**config.mk**
```make
export PLATFORM = sky130hd
export DESIGN_NAME = branch_cond_unit
export DESIGN_NICKNAME = d
export VERILOG_FILES = /design/src/rtl/branch_cond_pkg.sv /design/src/rtl/diff_status.sv /design/src/rtl/cond_select.sv /design/src/rtl/cond_flag_reg.sv /design/src/rtl/branch_cond_unit.sv
export SDC_FILE = /design/constraint.sdc
export NUM_CORES = 1
export LEC_CHECK = 0
export BUFFER_PORTS_ARGS = -buffer_cell sky130_fd_sc_hd__buf_2
export CAP_MARGIN = 20
export CORE_AREA = 8 8 45 47
export CTS_CLUSTER_DIAMETER = 30
export DETAILED_ROUTE_END_ITERATION = 8
export DIE_AREA = 0 0 53 55
export RECOVER_POWER = 100
export SLEW_MARGIN = 0
export SYNTH_ARGS = -nofsm -noshare
export SYNTH_HDL_FRONTEND = slang
export SYNTH_HIERARCHICAL = 1
export SYNTH_SLANG_ARGS = --single-unit
```
**constraint.sdc**
```tcl
create_clock -name clk -period 1.8 [get_ports clk]
set_input_delay 0 -clock clk [delete_from_list [all_inputs] [get_ports clk]]
set_output_delay 0 -clock clk [all_outputs]
set_load 0.03 [all_outputs]
```
**src/rtl/branch_cond_pkg.sv**
```systemverilog
package branch_cond_pkg;
  typedef enum logic {
    CMP_GE = 1'b0,
    CMP_LE = 1'b1
  } cmp_mode_e;
endpackage

```
**src/rtl/diff_status.sv**
```systemverilog
module diff_status #(
  parameter int WIDTH = 32,
  parameter int CHUNK = 8
) (
  input  logic [WIDTH-1:0] diff,
  output logic             is_neg,
  output logic             is_zero
);
  localparam int NCHUNK = (WIDTH + CHUNK - 1) / CHUNK;
  localparam int PADW   = NCHUNK * CHUNK;

  logic [PADW-1:0]   padded;
  logic [NCHUNK-1:0] chunk_any;

  always_comb begin
    padded = '0;
    padded[WIDTH-1:0] = diff;
  end

  for (genvar g = 0; g < NCHUNK; g++) begin : g_chunk
    assign chunk_any[g] = |padded[g*CHUNK +: CHUNK];
  end

  assign is_zero = ~|chunk_any;
  assign is_neg  = diff[WIDTH-1];
endmodule

```
**src/rtl/cond_select.sv**
```systemverilog
module cond_select
  import branch_cond_pkg::*;
(
  input  cmp_mode_e mode,
  input  logic      is_neg,
  input  logic      is_zero,
  output logic      cond
);
  always_comb begin
    unique case (mode)
      CMP_GE:  cond = ~is_neg;
      CMP_LE:  cond = is_neg | is_zero;
      default: cond = 1'b0;
    endcase
  end
endmodule

```
**src/rtl/cond_flag_reg.sv**
```systemverilog
module cond_flag_reg (
  input  logic clk,
  input  logic rst,
  input  logic load,
  input  logic d,
  output logic q
);
  always_ff @(posedge clk) begin
    if (rst)       q <= 1'b0;
    else if (load) q <= d;
  end

  a_r7_capture: assert property (@(posedge clk) disable iff (rst)
    (load) |=> (q == $past(d)));
  a_r8_hold: assert property (@(posedge clk) disable iff (rst)
    (!load) |=> $stable(q));
  a_r9_reset_clears: assert property (@(posedge clk)
    rst |=> (q == 1'b0));
endmodule

```
**src/rtl/branch_cond_unit.sv**
```systemverilog
module branch_cond_unit
  import branch_cond_pkg::*;
#(
  parameter int DATA_W    = 32,
  parameter int ZERO_CHUNK = 8
) (
  input  logic              clk,
  input  logic              rst,
  input  logic [DATA_W-1:0] bus_diff,
  input  logic              cmp_mode,
  input  logic              cmp_load,
  output logic              cond_now,
  output logic              cond_flag
);
  logic neg_w;
  logic zero_w;

  diff_status #(.WIDTH(DATA_W), .CHUNK(ZERO_CHUNK)) u_status (
    .diff    (bus_diff),
    .is_neg  (neg_w),
    .is_zero (zero_w)
  );

  cond_select u_sel (
    .mode    (cmp_mode_e'(cmp_mode)),
    .is_neg  (neg_w),
    .is_zero (zero_w),
    .cond    (cond_now)
  );

  cond_flag_reg u_flag (
    .clk  (clk),
    .rst  (rst),
    .load (cmp_load),
    .d    (cond_now),
    .q    (cond_flag)
  );

  // greater-or-equal follows the sign bit
  a_r1_ge_nonneg: assert property (@(posedge clk) disable iff (rst)
    (!cmp_mode && !bus_diff[DATA_W-1]) |-> cond_now);
  a_r2_ge_neg: assert property (@(posedge clk) disable iff (rst)
    (!cmp_mode && bus_diff[DATA_W-1]) |-> !cond_now);
  // less-or-equal
  a_r3_le_neg: assert property (@(posedge clk) disable iff (rst)
    (cmp_mode && bus_diff[DATA_W-1]) |-> cond_now);
  a_r4_le_zero: assert property (@(posedge clk) disable iff (rst)
    (cmp_mode && (bus_diff == '0)) |-> cond_now);
  a_r5_le_pos: assert property (@(posedge clk) disable iff (rst)
    (cmp_mode && !bus_diff[DATA_W-1] && (bus_diff != '0)) |-> !cond_now);
endmodule

```
==> results of run 1 <==
==> how the worst max path moves through the flow <==
stage / start / endpoint
2_1_floorplan: bus_diff[26] / u_flag/q$_SDFFE_PP0P_
3_3_place_gp: bus_diff[26] / u_flag/q$_SDFFE_PP0P_
3_5_place_dp: bus_diff[26] / u_flag/q$_SDFFE_PP0P_
4_1_cts: bus_diff[26] / u_flag/q$_SDFFE_PP0P_
5_1_grt: bus_diff[26] / cond_now
6_report: bus_diff[26] / cond_now
==> synth_stat cells <==
cell type | count | area (µm²)
a21oi_2 | 1 | 8.760
buf_4 | 1 | 7.510
dfxtp_1 | 1 | 20.02
inv_1 | 1 | 3.750
mux2i_1 | 1 | 10.01
nand4_1 | 2 | 12.51
nor2_1 | 2 | 7.510
nor3b_2 | 1 | 12.51
nor4_1 | 7 | 43.79
nor4_2 | 1 | 12.51
==> routing by layer <==
layer / vias up / share of wire [%]
li1: 147 / -
met1: 113 / 28
met2: 19 / 49
met3: 0 / 23
met4: 0 / 0
met5: - / 0
==> critical path, stage by stage <==
cell and delay [ns]:
buf_2 0.09, nor4_1 0.31, nand4_1 0.14, nor2_1 0.15, nor3b_2 0.06, a21oi_1 0.16
clkbuf_1 0.34
==> cell type report <==
class | count | area (µm²) | area share [%]
tap | 16 | 20.02 | 6.061
sequential | 1 | 20.02 | 6.061
inverter | 1 | 3.754 | 1.136
multi-input combinational | 15 | 103.9 | 31.44
timing repair buffer | 37 | 182.7 | 55.30
==> kinds of logic (layout without fill, tap and decap cells) <==
logic type	count (synthesis)	count (layout)
simple gates	13	13
buf+inv	2	38
compound gates	1	1
mux	1	1
flops	1	1
==> where the power goes <==
group          switching (mW)  internal (mW)  total (mW)  leakage, nW
Sequential           0.000644         0.0243      0.0249      0.00828
Combinational          0.0237         0.0333      0.0569        0.164
Clock                       0              0           0            0
==> flow_metrics.tcl, run 1 <==
set metrics [dict create \
    ys_seq_elements 1 \
    whs_path_depth 2 \
    yosysSeqAreaShare_pct 14.41 \
    reg_top3 "u_flag/q (1)" \
    p_total_mw 0.08182 \
    r2r-start "u_flag/q$_SDFFE_PP0P_" \
    vias_per_cell 3.986 \
    slew_headroom_pct 75.16 \
    worstPathArrival_ns 1.25 \
    initial_core_util_pct 10.04 \
    timing.hold.ws_ns 0.1585 \
    regMostFlops "u_flag/q" \
    clk_pin_slew_ns 0 \
    final_cell_mix "35 x buf_2, 7 x nor4_1, 2 x clkbuf_1, 2 x nor2_1, 2 x nand4_1" \
    cp_max_fo 2 \
    crit_required_ns 1.80 \
    io_pins 38 \
    cp-end-kind "primary output" \
    rsz0062_at_grt "no" \
    drc_errors 0 \
    worstRegToRegCells 2 \
    syn_avg_cell_area_um2 7.716 \
    die_w_um 53 \
    drv_cap 0 \
    setup_slack_ns 0.5505 \
    grt_pass1_wl_um 1186 \
    cts-resized-gates 0 \
    holdBufCountCts 0 \
    mostFrequentLayoutCell "buf_2" \
    finalSetupTns_ns 0 \
    final_util_pct 23.87 \
    setup_viol 0 \
    syn_nets 54 \
    rows 14 \
    min_period_ns 1.249 \
    fmax_ghz 0.8003 \
    synth_xor_area_share_pct 0 \
    syn_inst 18 \
    synth_compound_area_share_pct 6.306 \
    io_buffers 37 \
    synth-adder-area-share_pct 0 \
    hold_class "input port to register" \
    largest_reg_flops 1 \
    drt_pass1_iterations 2 \
    areaGrowthSynthToFinish_pct 137.8 \
    final_cell_area_um2 330.3 \
    met1_usage_pct 4.827 \
    grt_pass1_vias 291 \
    worstSkewPairLatency_ns 0 \
    leakagePower_nw 0.1718 \
    status "finished clean" \
    ir_worst_vdd_v 0.0001359 \
    drive_gt1_share_pct 68.52 \
    synth_simple_gate_area_share_pct 63.96 \
    wl_um 787 \
    post-cts-setup-buffers 0 \
    hold_start "rst" \
    vias 279 \
    ys_types 10 \
    overflow 0 \
    r2r_setup_slack_ns 1.22 \
    dpl_worst_slack_ns 0.6488 \
    grt_usage_pct 4.905 \
    gp_congestion 0.7516 \
    use_met3_pct 3.209 \
    hold_end "u_flag/q$_SDFFE_PP0P_" \
    hold_viol 0 \
    placed_area_um2 336.6 \
    fill_cells 162 \
    final_max_slew_viol_count 0 \
    crit_type "input port to primary output" \
    yosys_warnings 6 \
    tightestPinTransition_ns 0.3742 \
    synthesis.area_um2 138.9 \
    core_mm2 0.001384 \
    muxShareOfSynthArea_pct 7.207 \
    placedCellCount 70 \
    synth_top_family_by_area "simple AND/OR/NAND/NOR gates" \
    grt_max_degree 4 \
    insertedDiodeCount 0 \
    postRouteAntennaNets 0 \
    fin_crit_sh_pct 69.42 \
    nNetsFinal 92 \
    fin_cells 70 \
    grt_busiest_layer "met2" \
    critPathLaunchType "input port" \
    wl_per_cell_um 11.24 \
    antenna_found_initial 0 \
    die-area_mm2 0.002915 \
    gr-usage-met2_pct 8.984 \
    die_y_um 55 \
    rr_endpoint "u_flag/q$_SDFFE_PP0P_" \
    clock_skew_ns 0 \
    power_density_mw_per_mm2 247.7 \
    first_iter_violations 2 \
]
(Power assumes the default switching activity.)
==> inputs of run 2 (changes only) <==
Clock period 1.8 ns to 1.2 ns, I/O delays scaled along.
==> run 2 against run 1 <==
Compared with the run above: hold slack is essentially flat; design area increased by 5.3%; flip-flop and latch count unchanged; critical endpoint is now u_flag/q$_SDFFE_PP0P_; wire length up 0.76%; cell count unchanged.
==> flow_metrics.tcl, run 2 (same netlist as run 1, synthesis figures left out) <==
set metrics [dict create \
    status "finished clean" \
    cp-end-kind "register" \
    worstPathArrival_ns 1.00 \
    rsz0062_at_grt "no" \
    final_max_slew_viol_count 0 \
    placed_area_um2 336.6 \
    holdBufCountCts 0 \
    crit_type "input port to register" \
    core_mm2 0.001384 \
    critPathLaunchType "input port" \
    setup_slack_ns 0.1346 \
    wl_per_cell_um 11.33 \
    vias_per_cell 3.914 \
    power_density_mw_per_mm2 368.0 \
    postRouteAntennaNets 0 \
    reg_top3 "u_flag/q (1)" \
    initial_core_util_pct 10.04 \
    crit_required_ns 1.14 \
    drv_cap 0 \
    hold_class "input port to register" \
    overflow 0 \
    slew_headroom_pct 75.06 \
    worstSkewPairLatency_ns 0 \
    nNetsFinal 92 \
    insertedDiodeCount 0 \
    tightestPinTransition_ns 0.3757 \
    vias 274 \
    io_pins 38 \
    timing.critical_path.buf_inv 1 \
    rows 14 \
    grt_pass1_vias 305 \
    dpl_worst_slack_ns 0.08233 \
    cp_max_fo 2 \
    setup_viol 0 \
    gp_congestion 0.7637 \
    io_buffers 37 \
    regMostFlops "u_flag/q" \
    fin_cells 70 \
    hold_viol 0 \
    post-cts-setup-buffers 0 \
    grt_max_degree 4 \
    max_stage_delay_ns 0.28 \
    grt_pass1_wl_um 1228 \
    path_delay_family "simple AND/OR/NAND/NOR gates" \
    min_period_ns 1.065 \
    die_y_um 55 \
    die-area_mm2 0.002915 \
    areaGrowthSynthToFinish_pct 150.5 \
    leakagePower_nw 0.1761 \
    antenna_found_initial 0 \
    mostFrequentLayoutCell "buf_2" \
    crit_chain "buf_2, nor4_1, nand4_1, nor2_1, nor3b_2, a21oi_2, mux2i_1, nor2_1" \
    ir_worst_vdd_v 0.0002109 \
    placedCellCount 70 \
    fin_crit_sh_pct 88.78 \
    clk_pin_slew_ns 0 \
    fmax_ghz 0.9386 \
    final_cell_mix "35 x buf_2, 5 x nor4_1, 3 x nor4_2, 2 x nor2_1, 2 x nand4_1" \
    die_w_um 53 \
    wl_um 793 \
    final_cell_area_um2 347.8 \
    crit_slowest_cell "nor4_1" \
    drc_errors 0 \
    first_iter_violations 0 \
    largest_reg_flops 1 \
    finalSetupTns_ns 0 \
    grt_usage_pct 5.019 \
    r2r_setup_slack_ns 0.62 \
    drive_gt1_share_pct 75.93 \
    drt_pass1_iterations 1 \
    clock_skew_ns 0 \
    timing.critical_path.mode_cell "nor2_1" \
]
## run 2: power by group
group,internal (mW),switching (mW)
registers,0.0364,0.000997
logic,0.0522,0.0384
clock network,0,0
total,0.0885,0.0394
## run 2: per-stage QoR
stage / power (mW) / utilization (%) / hold WS (ns)
floorplan: 0.06553 / - / 0.07238
global placement: 0.1251 / 24.32 / 0.1576
detailed placement: 0.1266 / 24.32 / 0.1588
CTS: 0.1269 / 24.32 / 0.1594
global route: 0.1384 / 25.14 / 0.1660
finish: 0.1280 / 25.14 / 0.1582
## run 2: worst register-to-register path: stages, from the launching register on
cell     delay (ns)
dfxtp_1        0.28
mux2i_1        0.13
nor2_1         0.05
## run 2: layout make-up
class / instances / area [µm²]
fillers: 161 / 1036
multi-input cells: 15 / 120.1
flip-flops and latches: 1 / 20.02
repair buffers: 37 / 183.9
inverters: 1 / 3.754
well taps: 16 / 20.02
## run 2: path summary, 6_finish.rpt
check	from	endpoint	depth (start not counted)
min reg2reg	u_flag/q$_SDFFE_PP0P_	u_flag/q$_SDFFE_PP0P_	2
min	rst	u_flag/q$_SDFFE_PP0P_	2
max	bus_diff[8]	u_flag/q$_SDFFE_PP0P_	8
max reg2reg	u_flag/q$_SDFFE_PP0P_	u_flag/q$_SDFFE_PP0P_	2
## run 2: per-layer routing
| layer | global-route usage (%) | vias up | part of all wire, % |
|---|---|---|---|
| li1 | - | 147 | - |
| met1 | 5.295 | 108 | 28 |
| met2 | 9.766 | 19 | 50 |
| met3 | 1.872 | 0 | 22 |
| met4 | 0 | 0 | 0 |
| met5 | 0 | - | 0 |
## run 2: repair_timing
item,4_1_cts,5_1_grt
resized for setup,0,2
endpoints found under the setup margin,0,1
endpoints found under the hold margin,0,0
==> inputs of run 3 (changes only) <==
Clock period 1.2 ns to 1.28 ns, I/O delays scaled along.
==> run 3 against run 2 <==
Compared with the run above: via count grew 4.7%; total power shrank 7.4%; design area shrank 3.6%; utilization shrank 0.90 points; worst setup slack gained 0.044 ns; clock skew is the same; critical endpoint unchanged; largest cell class unchanged; largest power group unchanged.
==> flow_metrics.tcl, run 3 (same netlist as run 1, synthesis figures left out) <==
set metrics [dict create \
    core_mm2 0.001384 \
    clk_pin_slew_ns 0 \
    grt_max_degree 4 \
    setup_slack_ns 0.1783 \
    holdBufCountCts 0 \
    final_max_slew_viol_count 0 \
    initial_core_util_pct 10.04 \
    gp_congestion 0.7522 \
    crit_chain "buf_2, nor4_1, nand4_1, nor2_1, nor3b_2, a21oi_2, mux2i_1, nor2_1" \
    min_period_ns 1.102 \
    netSwitchingFraction_pct 30.65 \
    crit_required_ns 1.22 \
    crit_slowest_cell "nor4_1" \
    fin_crit_sh_pct 86.07 \
    antenna_found_initial 0 \
    ir_worst_vdd_v 0.0001932 \
    wl_per_cell_um 12.29 \
    nNetsFinal 92 \
    finalSetupTns_ns 0 \
    critPathLaunchType "input port" \
    fin_cells 70 \
    max_stage_delay_ns 0.32 \
    io_buffers 37 \
    r2r_setup_slack_ns 0.70 \
    die_y_um 55 \
    hold_end "u_flag/q$_SDFFE_PP0P_" \
    drive_gt1_share_pct 72.22 \
    hold_start "rst" \
    rsz0062_at_grt "no" \
    clock_skew_ns 0 \
    fill_cells 176 \
    placedCellCount 70 \
    drc_errors 0 \
    io_pins 38 \
    fmax_ghz 0.9077 \
    final_util_pct 24.23 \
    hold_viol 0 \
    pwr-share-clk_pct 0 \
    tightestPinTransition_ns 0.3760 \
    dpl_worst_slack_ns 0.1457 \
    regMostFlops "u_flag/q" \
    r2r-start "u_flag/q$_SDFFE_PP0P_" \
    rr_endpoint "u_flag/q$_SDFFE_PP0P_" \
    rows 14 \
    p_sw_mw 0.03632 \
    areaGrowthSynthToFinish_pct 141.4 \
    slew_headroom_pct 75.04 \
    reg_top3 "u_flag/q (1)" \
    intPower_mw 0.08219 \
    whs_path_depth 2 \
    post-cts-setup-buffers 0 \
    largest_reg_flops 1 \
    drt_pass1_iterations 1 \
    grt_usage_pct 5.180 \
    postRouteAntennaNets 0 \
    drv_cap 0 \
    power_density_mw_per_mm2 353.4 \
    vias 287 \
    first_iter_violations 0 \
    worstPathArrival_ns 1.04 \
    worstRegToRegCells 2 \
    grt_pass1_vias 323 \
    timing.critical_path.mode_cell "nor2_1" \
    crit_type "input port to register" \
    p_seq_share_pct 29.5 \
    cp-end-kind "register" \
    cp_max_fo 2 \
    timing.hold.ws_ns 0.1602 \
    worstSkewPairLatency_ns 0 \
    multi_input_area_um2 107.6 \
    overflow 0 \
    insertedDiodeCount 0 \
    status "finished clean" \
    wl_um 860 \
    die-area_mm2 0.002915 \
    cts-resized-gates 0 \
    power_frac_comb_pct 70.5 \
    grt_pass1_wl_um 1235 \
    leakagePower_nw 0.1751 \
    setup_viol 0 \
    mostFrequentLayoutCell "buf_2" \
    register_area_um2 20.02 \
    final_cell_mix "35 x buf_2, 7 x nor4_1, 2 x nor2_1, 2 x nand4_1" \
    vias_per_cell 4.100 \
    hold_class "input port to register" \
    die_w_um 53 \
]
run 3: layout make-up:
| cell class | count | area share [%] |
|---|---|---|
| Timing Repair Buffer | 37 | 54.85 |
| Multi-Input combinational cell | 15 | 32.09 |
| Sequential cell | 1 | 5.970 |
| Tap cell | 16 | 5.970 |
| Inverter | 1 | 1.119 |
run 3: worst max-delay path: cells and delay by family:
kind,cells,cell delay [ns]
AOI/OAI and AO/OA,1,0.12
buffers and inverters,1,0.09
muxes,1,0.09
and+or+nand+nor,5,0.75
run 3: worst max path at each step:
stage          depth (start not counted)  slack [ns]    startpoint               endpoint
2_1_floorplan                          7        0.14  bus_diff[26]  u_flag/q$_SDFFE_PP0P_
3_3_place_gp                           8        0.15  bus_diff[26]  u_flag/q$_SDFFE_PP0P_
3_5_place_dp                           8        0.15  bus_diff[26]  u_flag/q$_SDFFE_PP0P_
4_1_cts                                8        0.14  bus_diff[26]  u_flag/q$_SDFFE_PP0P_
5_1_grt                                8        0.07  bus_diff[26]  u_flag/q$_SDFFE_PP0P_
6_report                               8        0.18  bus_diff[26]  u_flag/q$_SDFFE_PP0P_
run 3: power groups by stage:
stage | Combinational [mW] | Sequential (mW) | Clock (mW)
final | 0.0835 | 0.0350 | 0
after floorplan | 0.0218 | 0.0397 | 0
after CTS | 0.0859 | 0.0350 | 0
after detailed placement | 0.0856 | 0.0350 | 0
after global routing | 0.0928 | 0.0353 | 0
after global placement | 0.0828 | 0.0350 | 0
run 3: layer usage:
metal | track usage (%) | part of all wire (%) | up-vias
li1 | - | - | 147
met5 | 0 | 0 | -
met2 | 11.13 | 53 | 19
met1 | 4.079 | 25 | 121
met4 | 0 | 0 | 0
met3 | 2.941 | 22 | 0
run 3: through the flow:
stage / total power [mW] / instance area [µm²]
6_report: 0.1185 / 335.3
5_1_grt: 0.1281 / 335.3
4_1_cts: 0.1208 / 336.6
3_5_place_dp: 0.1206 / 336.6
3_3_place_gp: 0.1177 / 336.6
2_1_floorplan: 0.06143 / 138.9
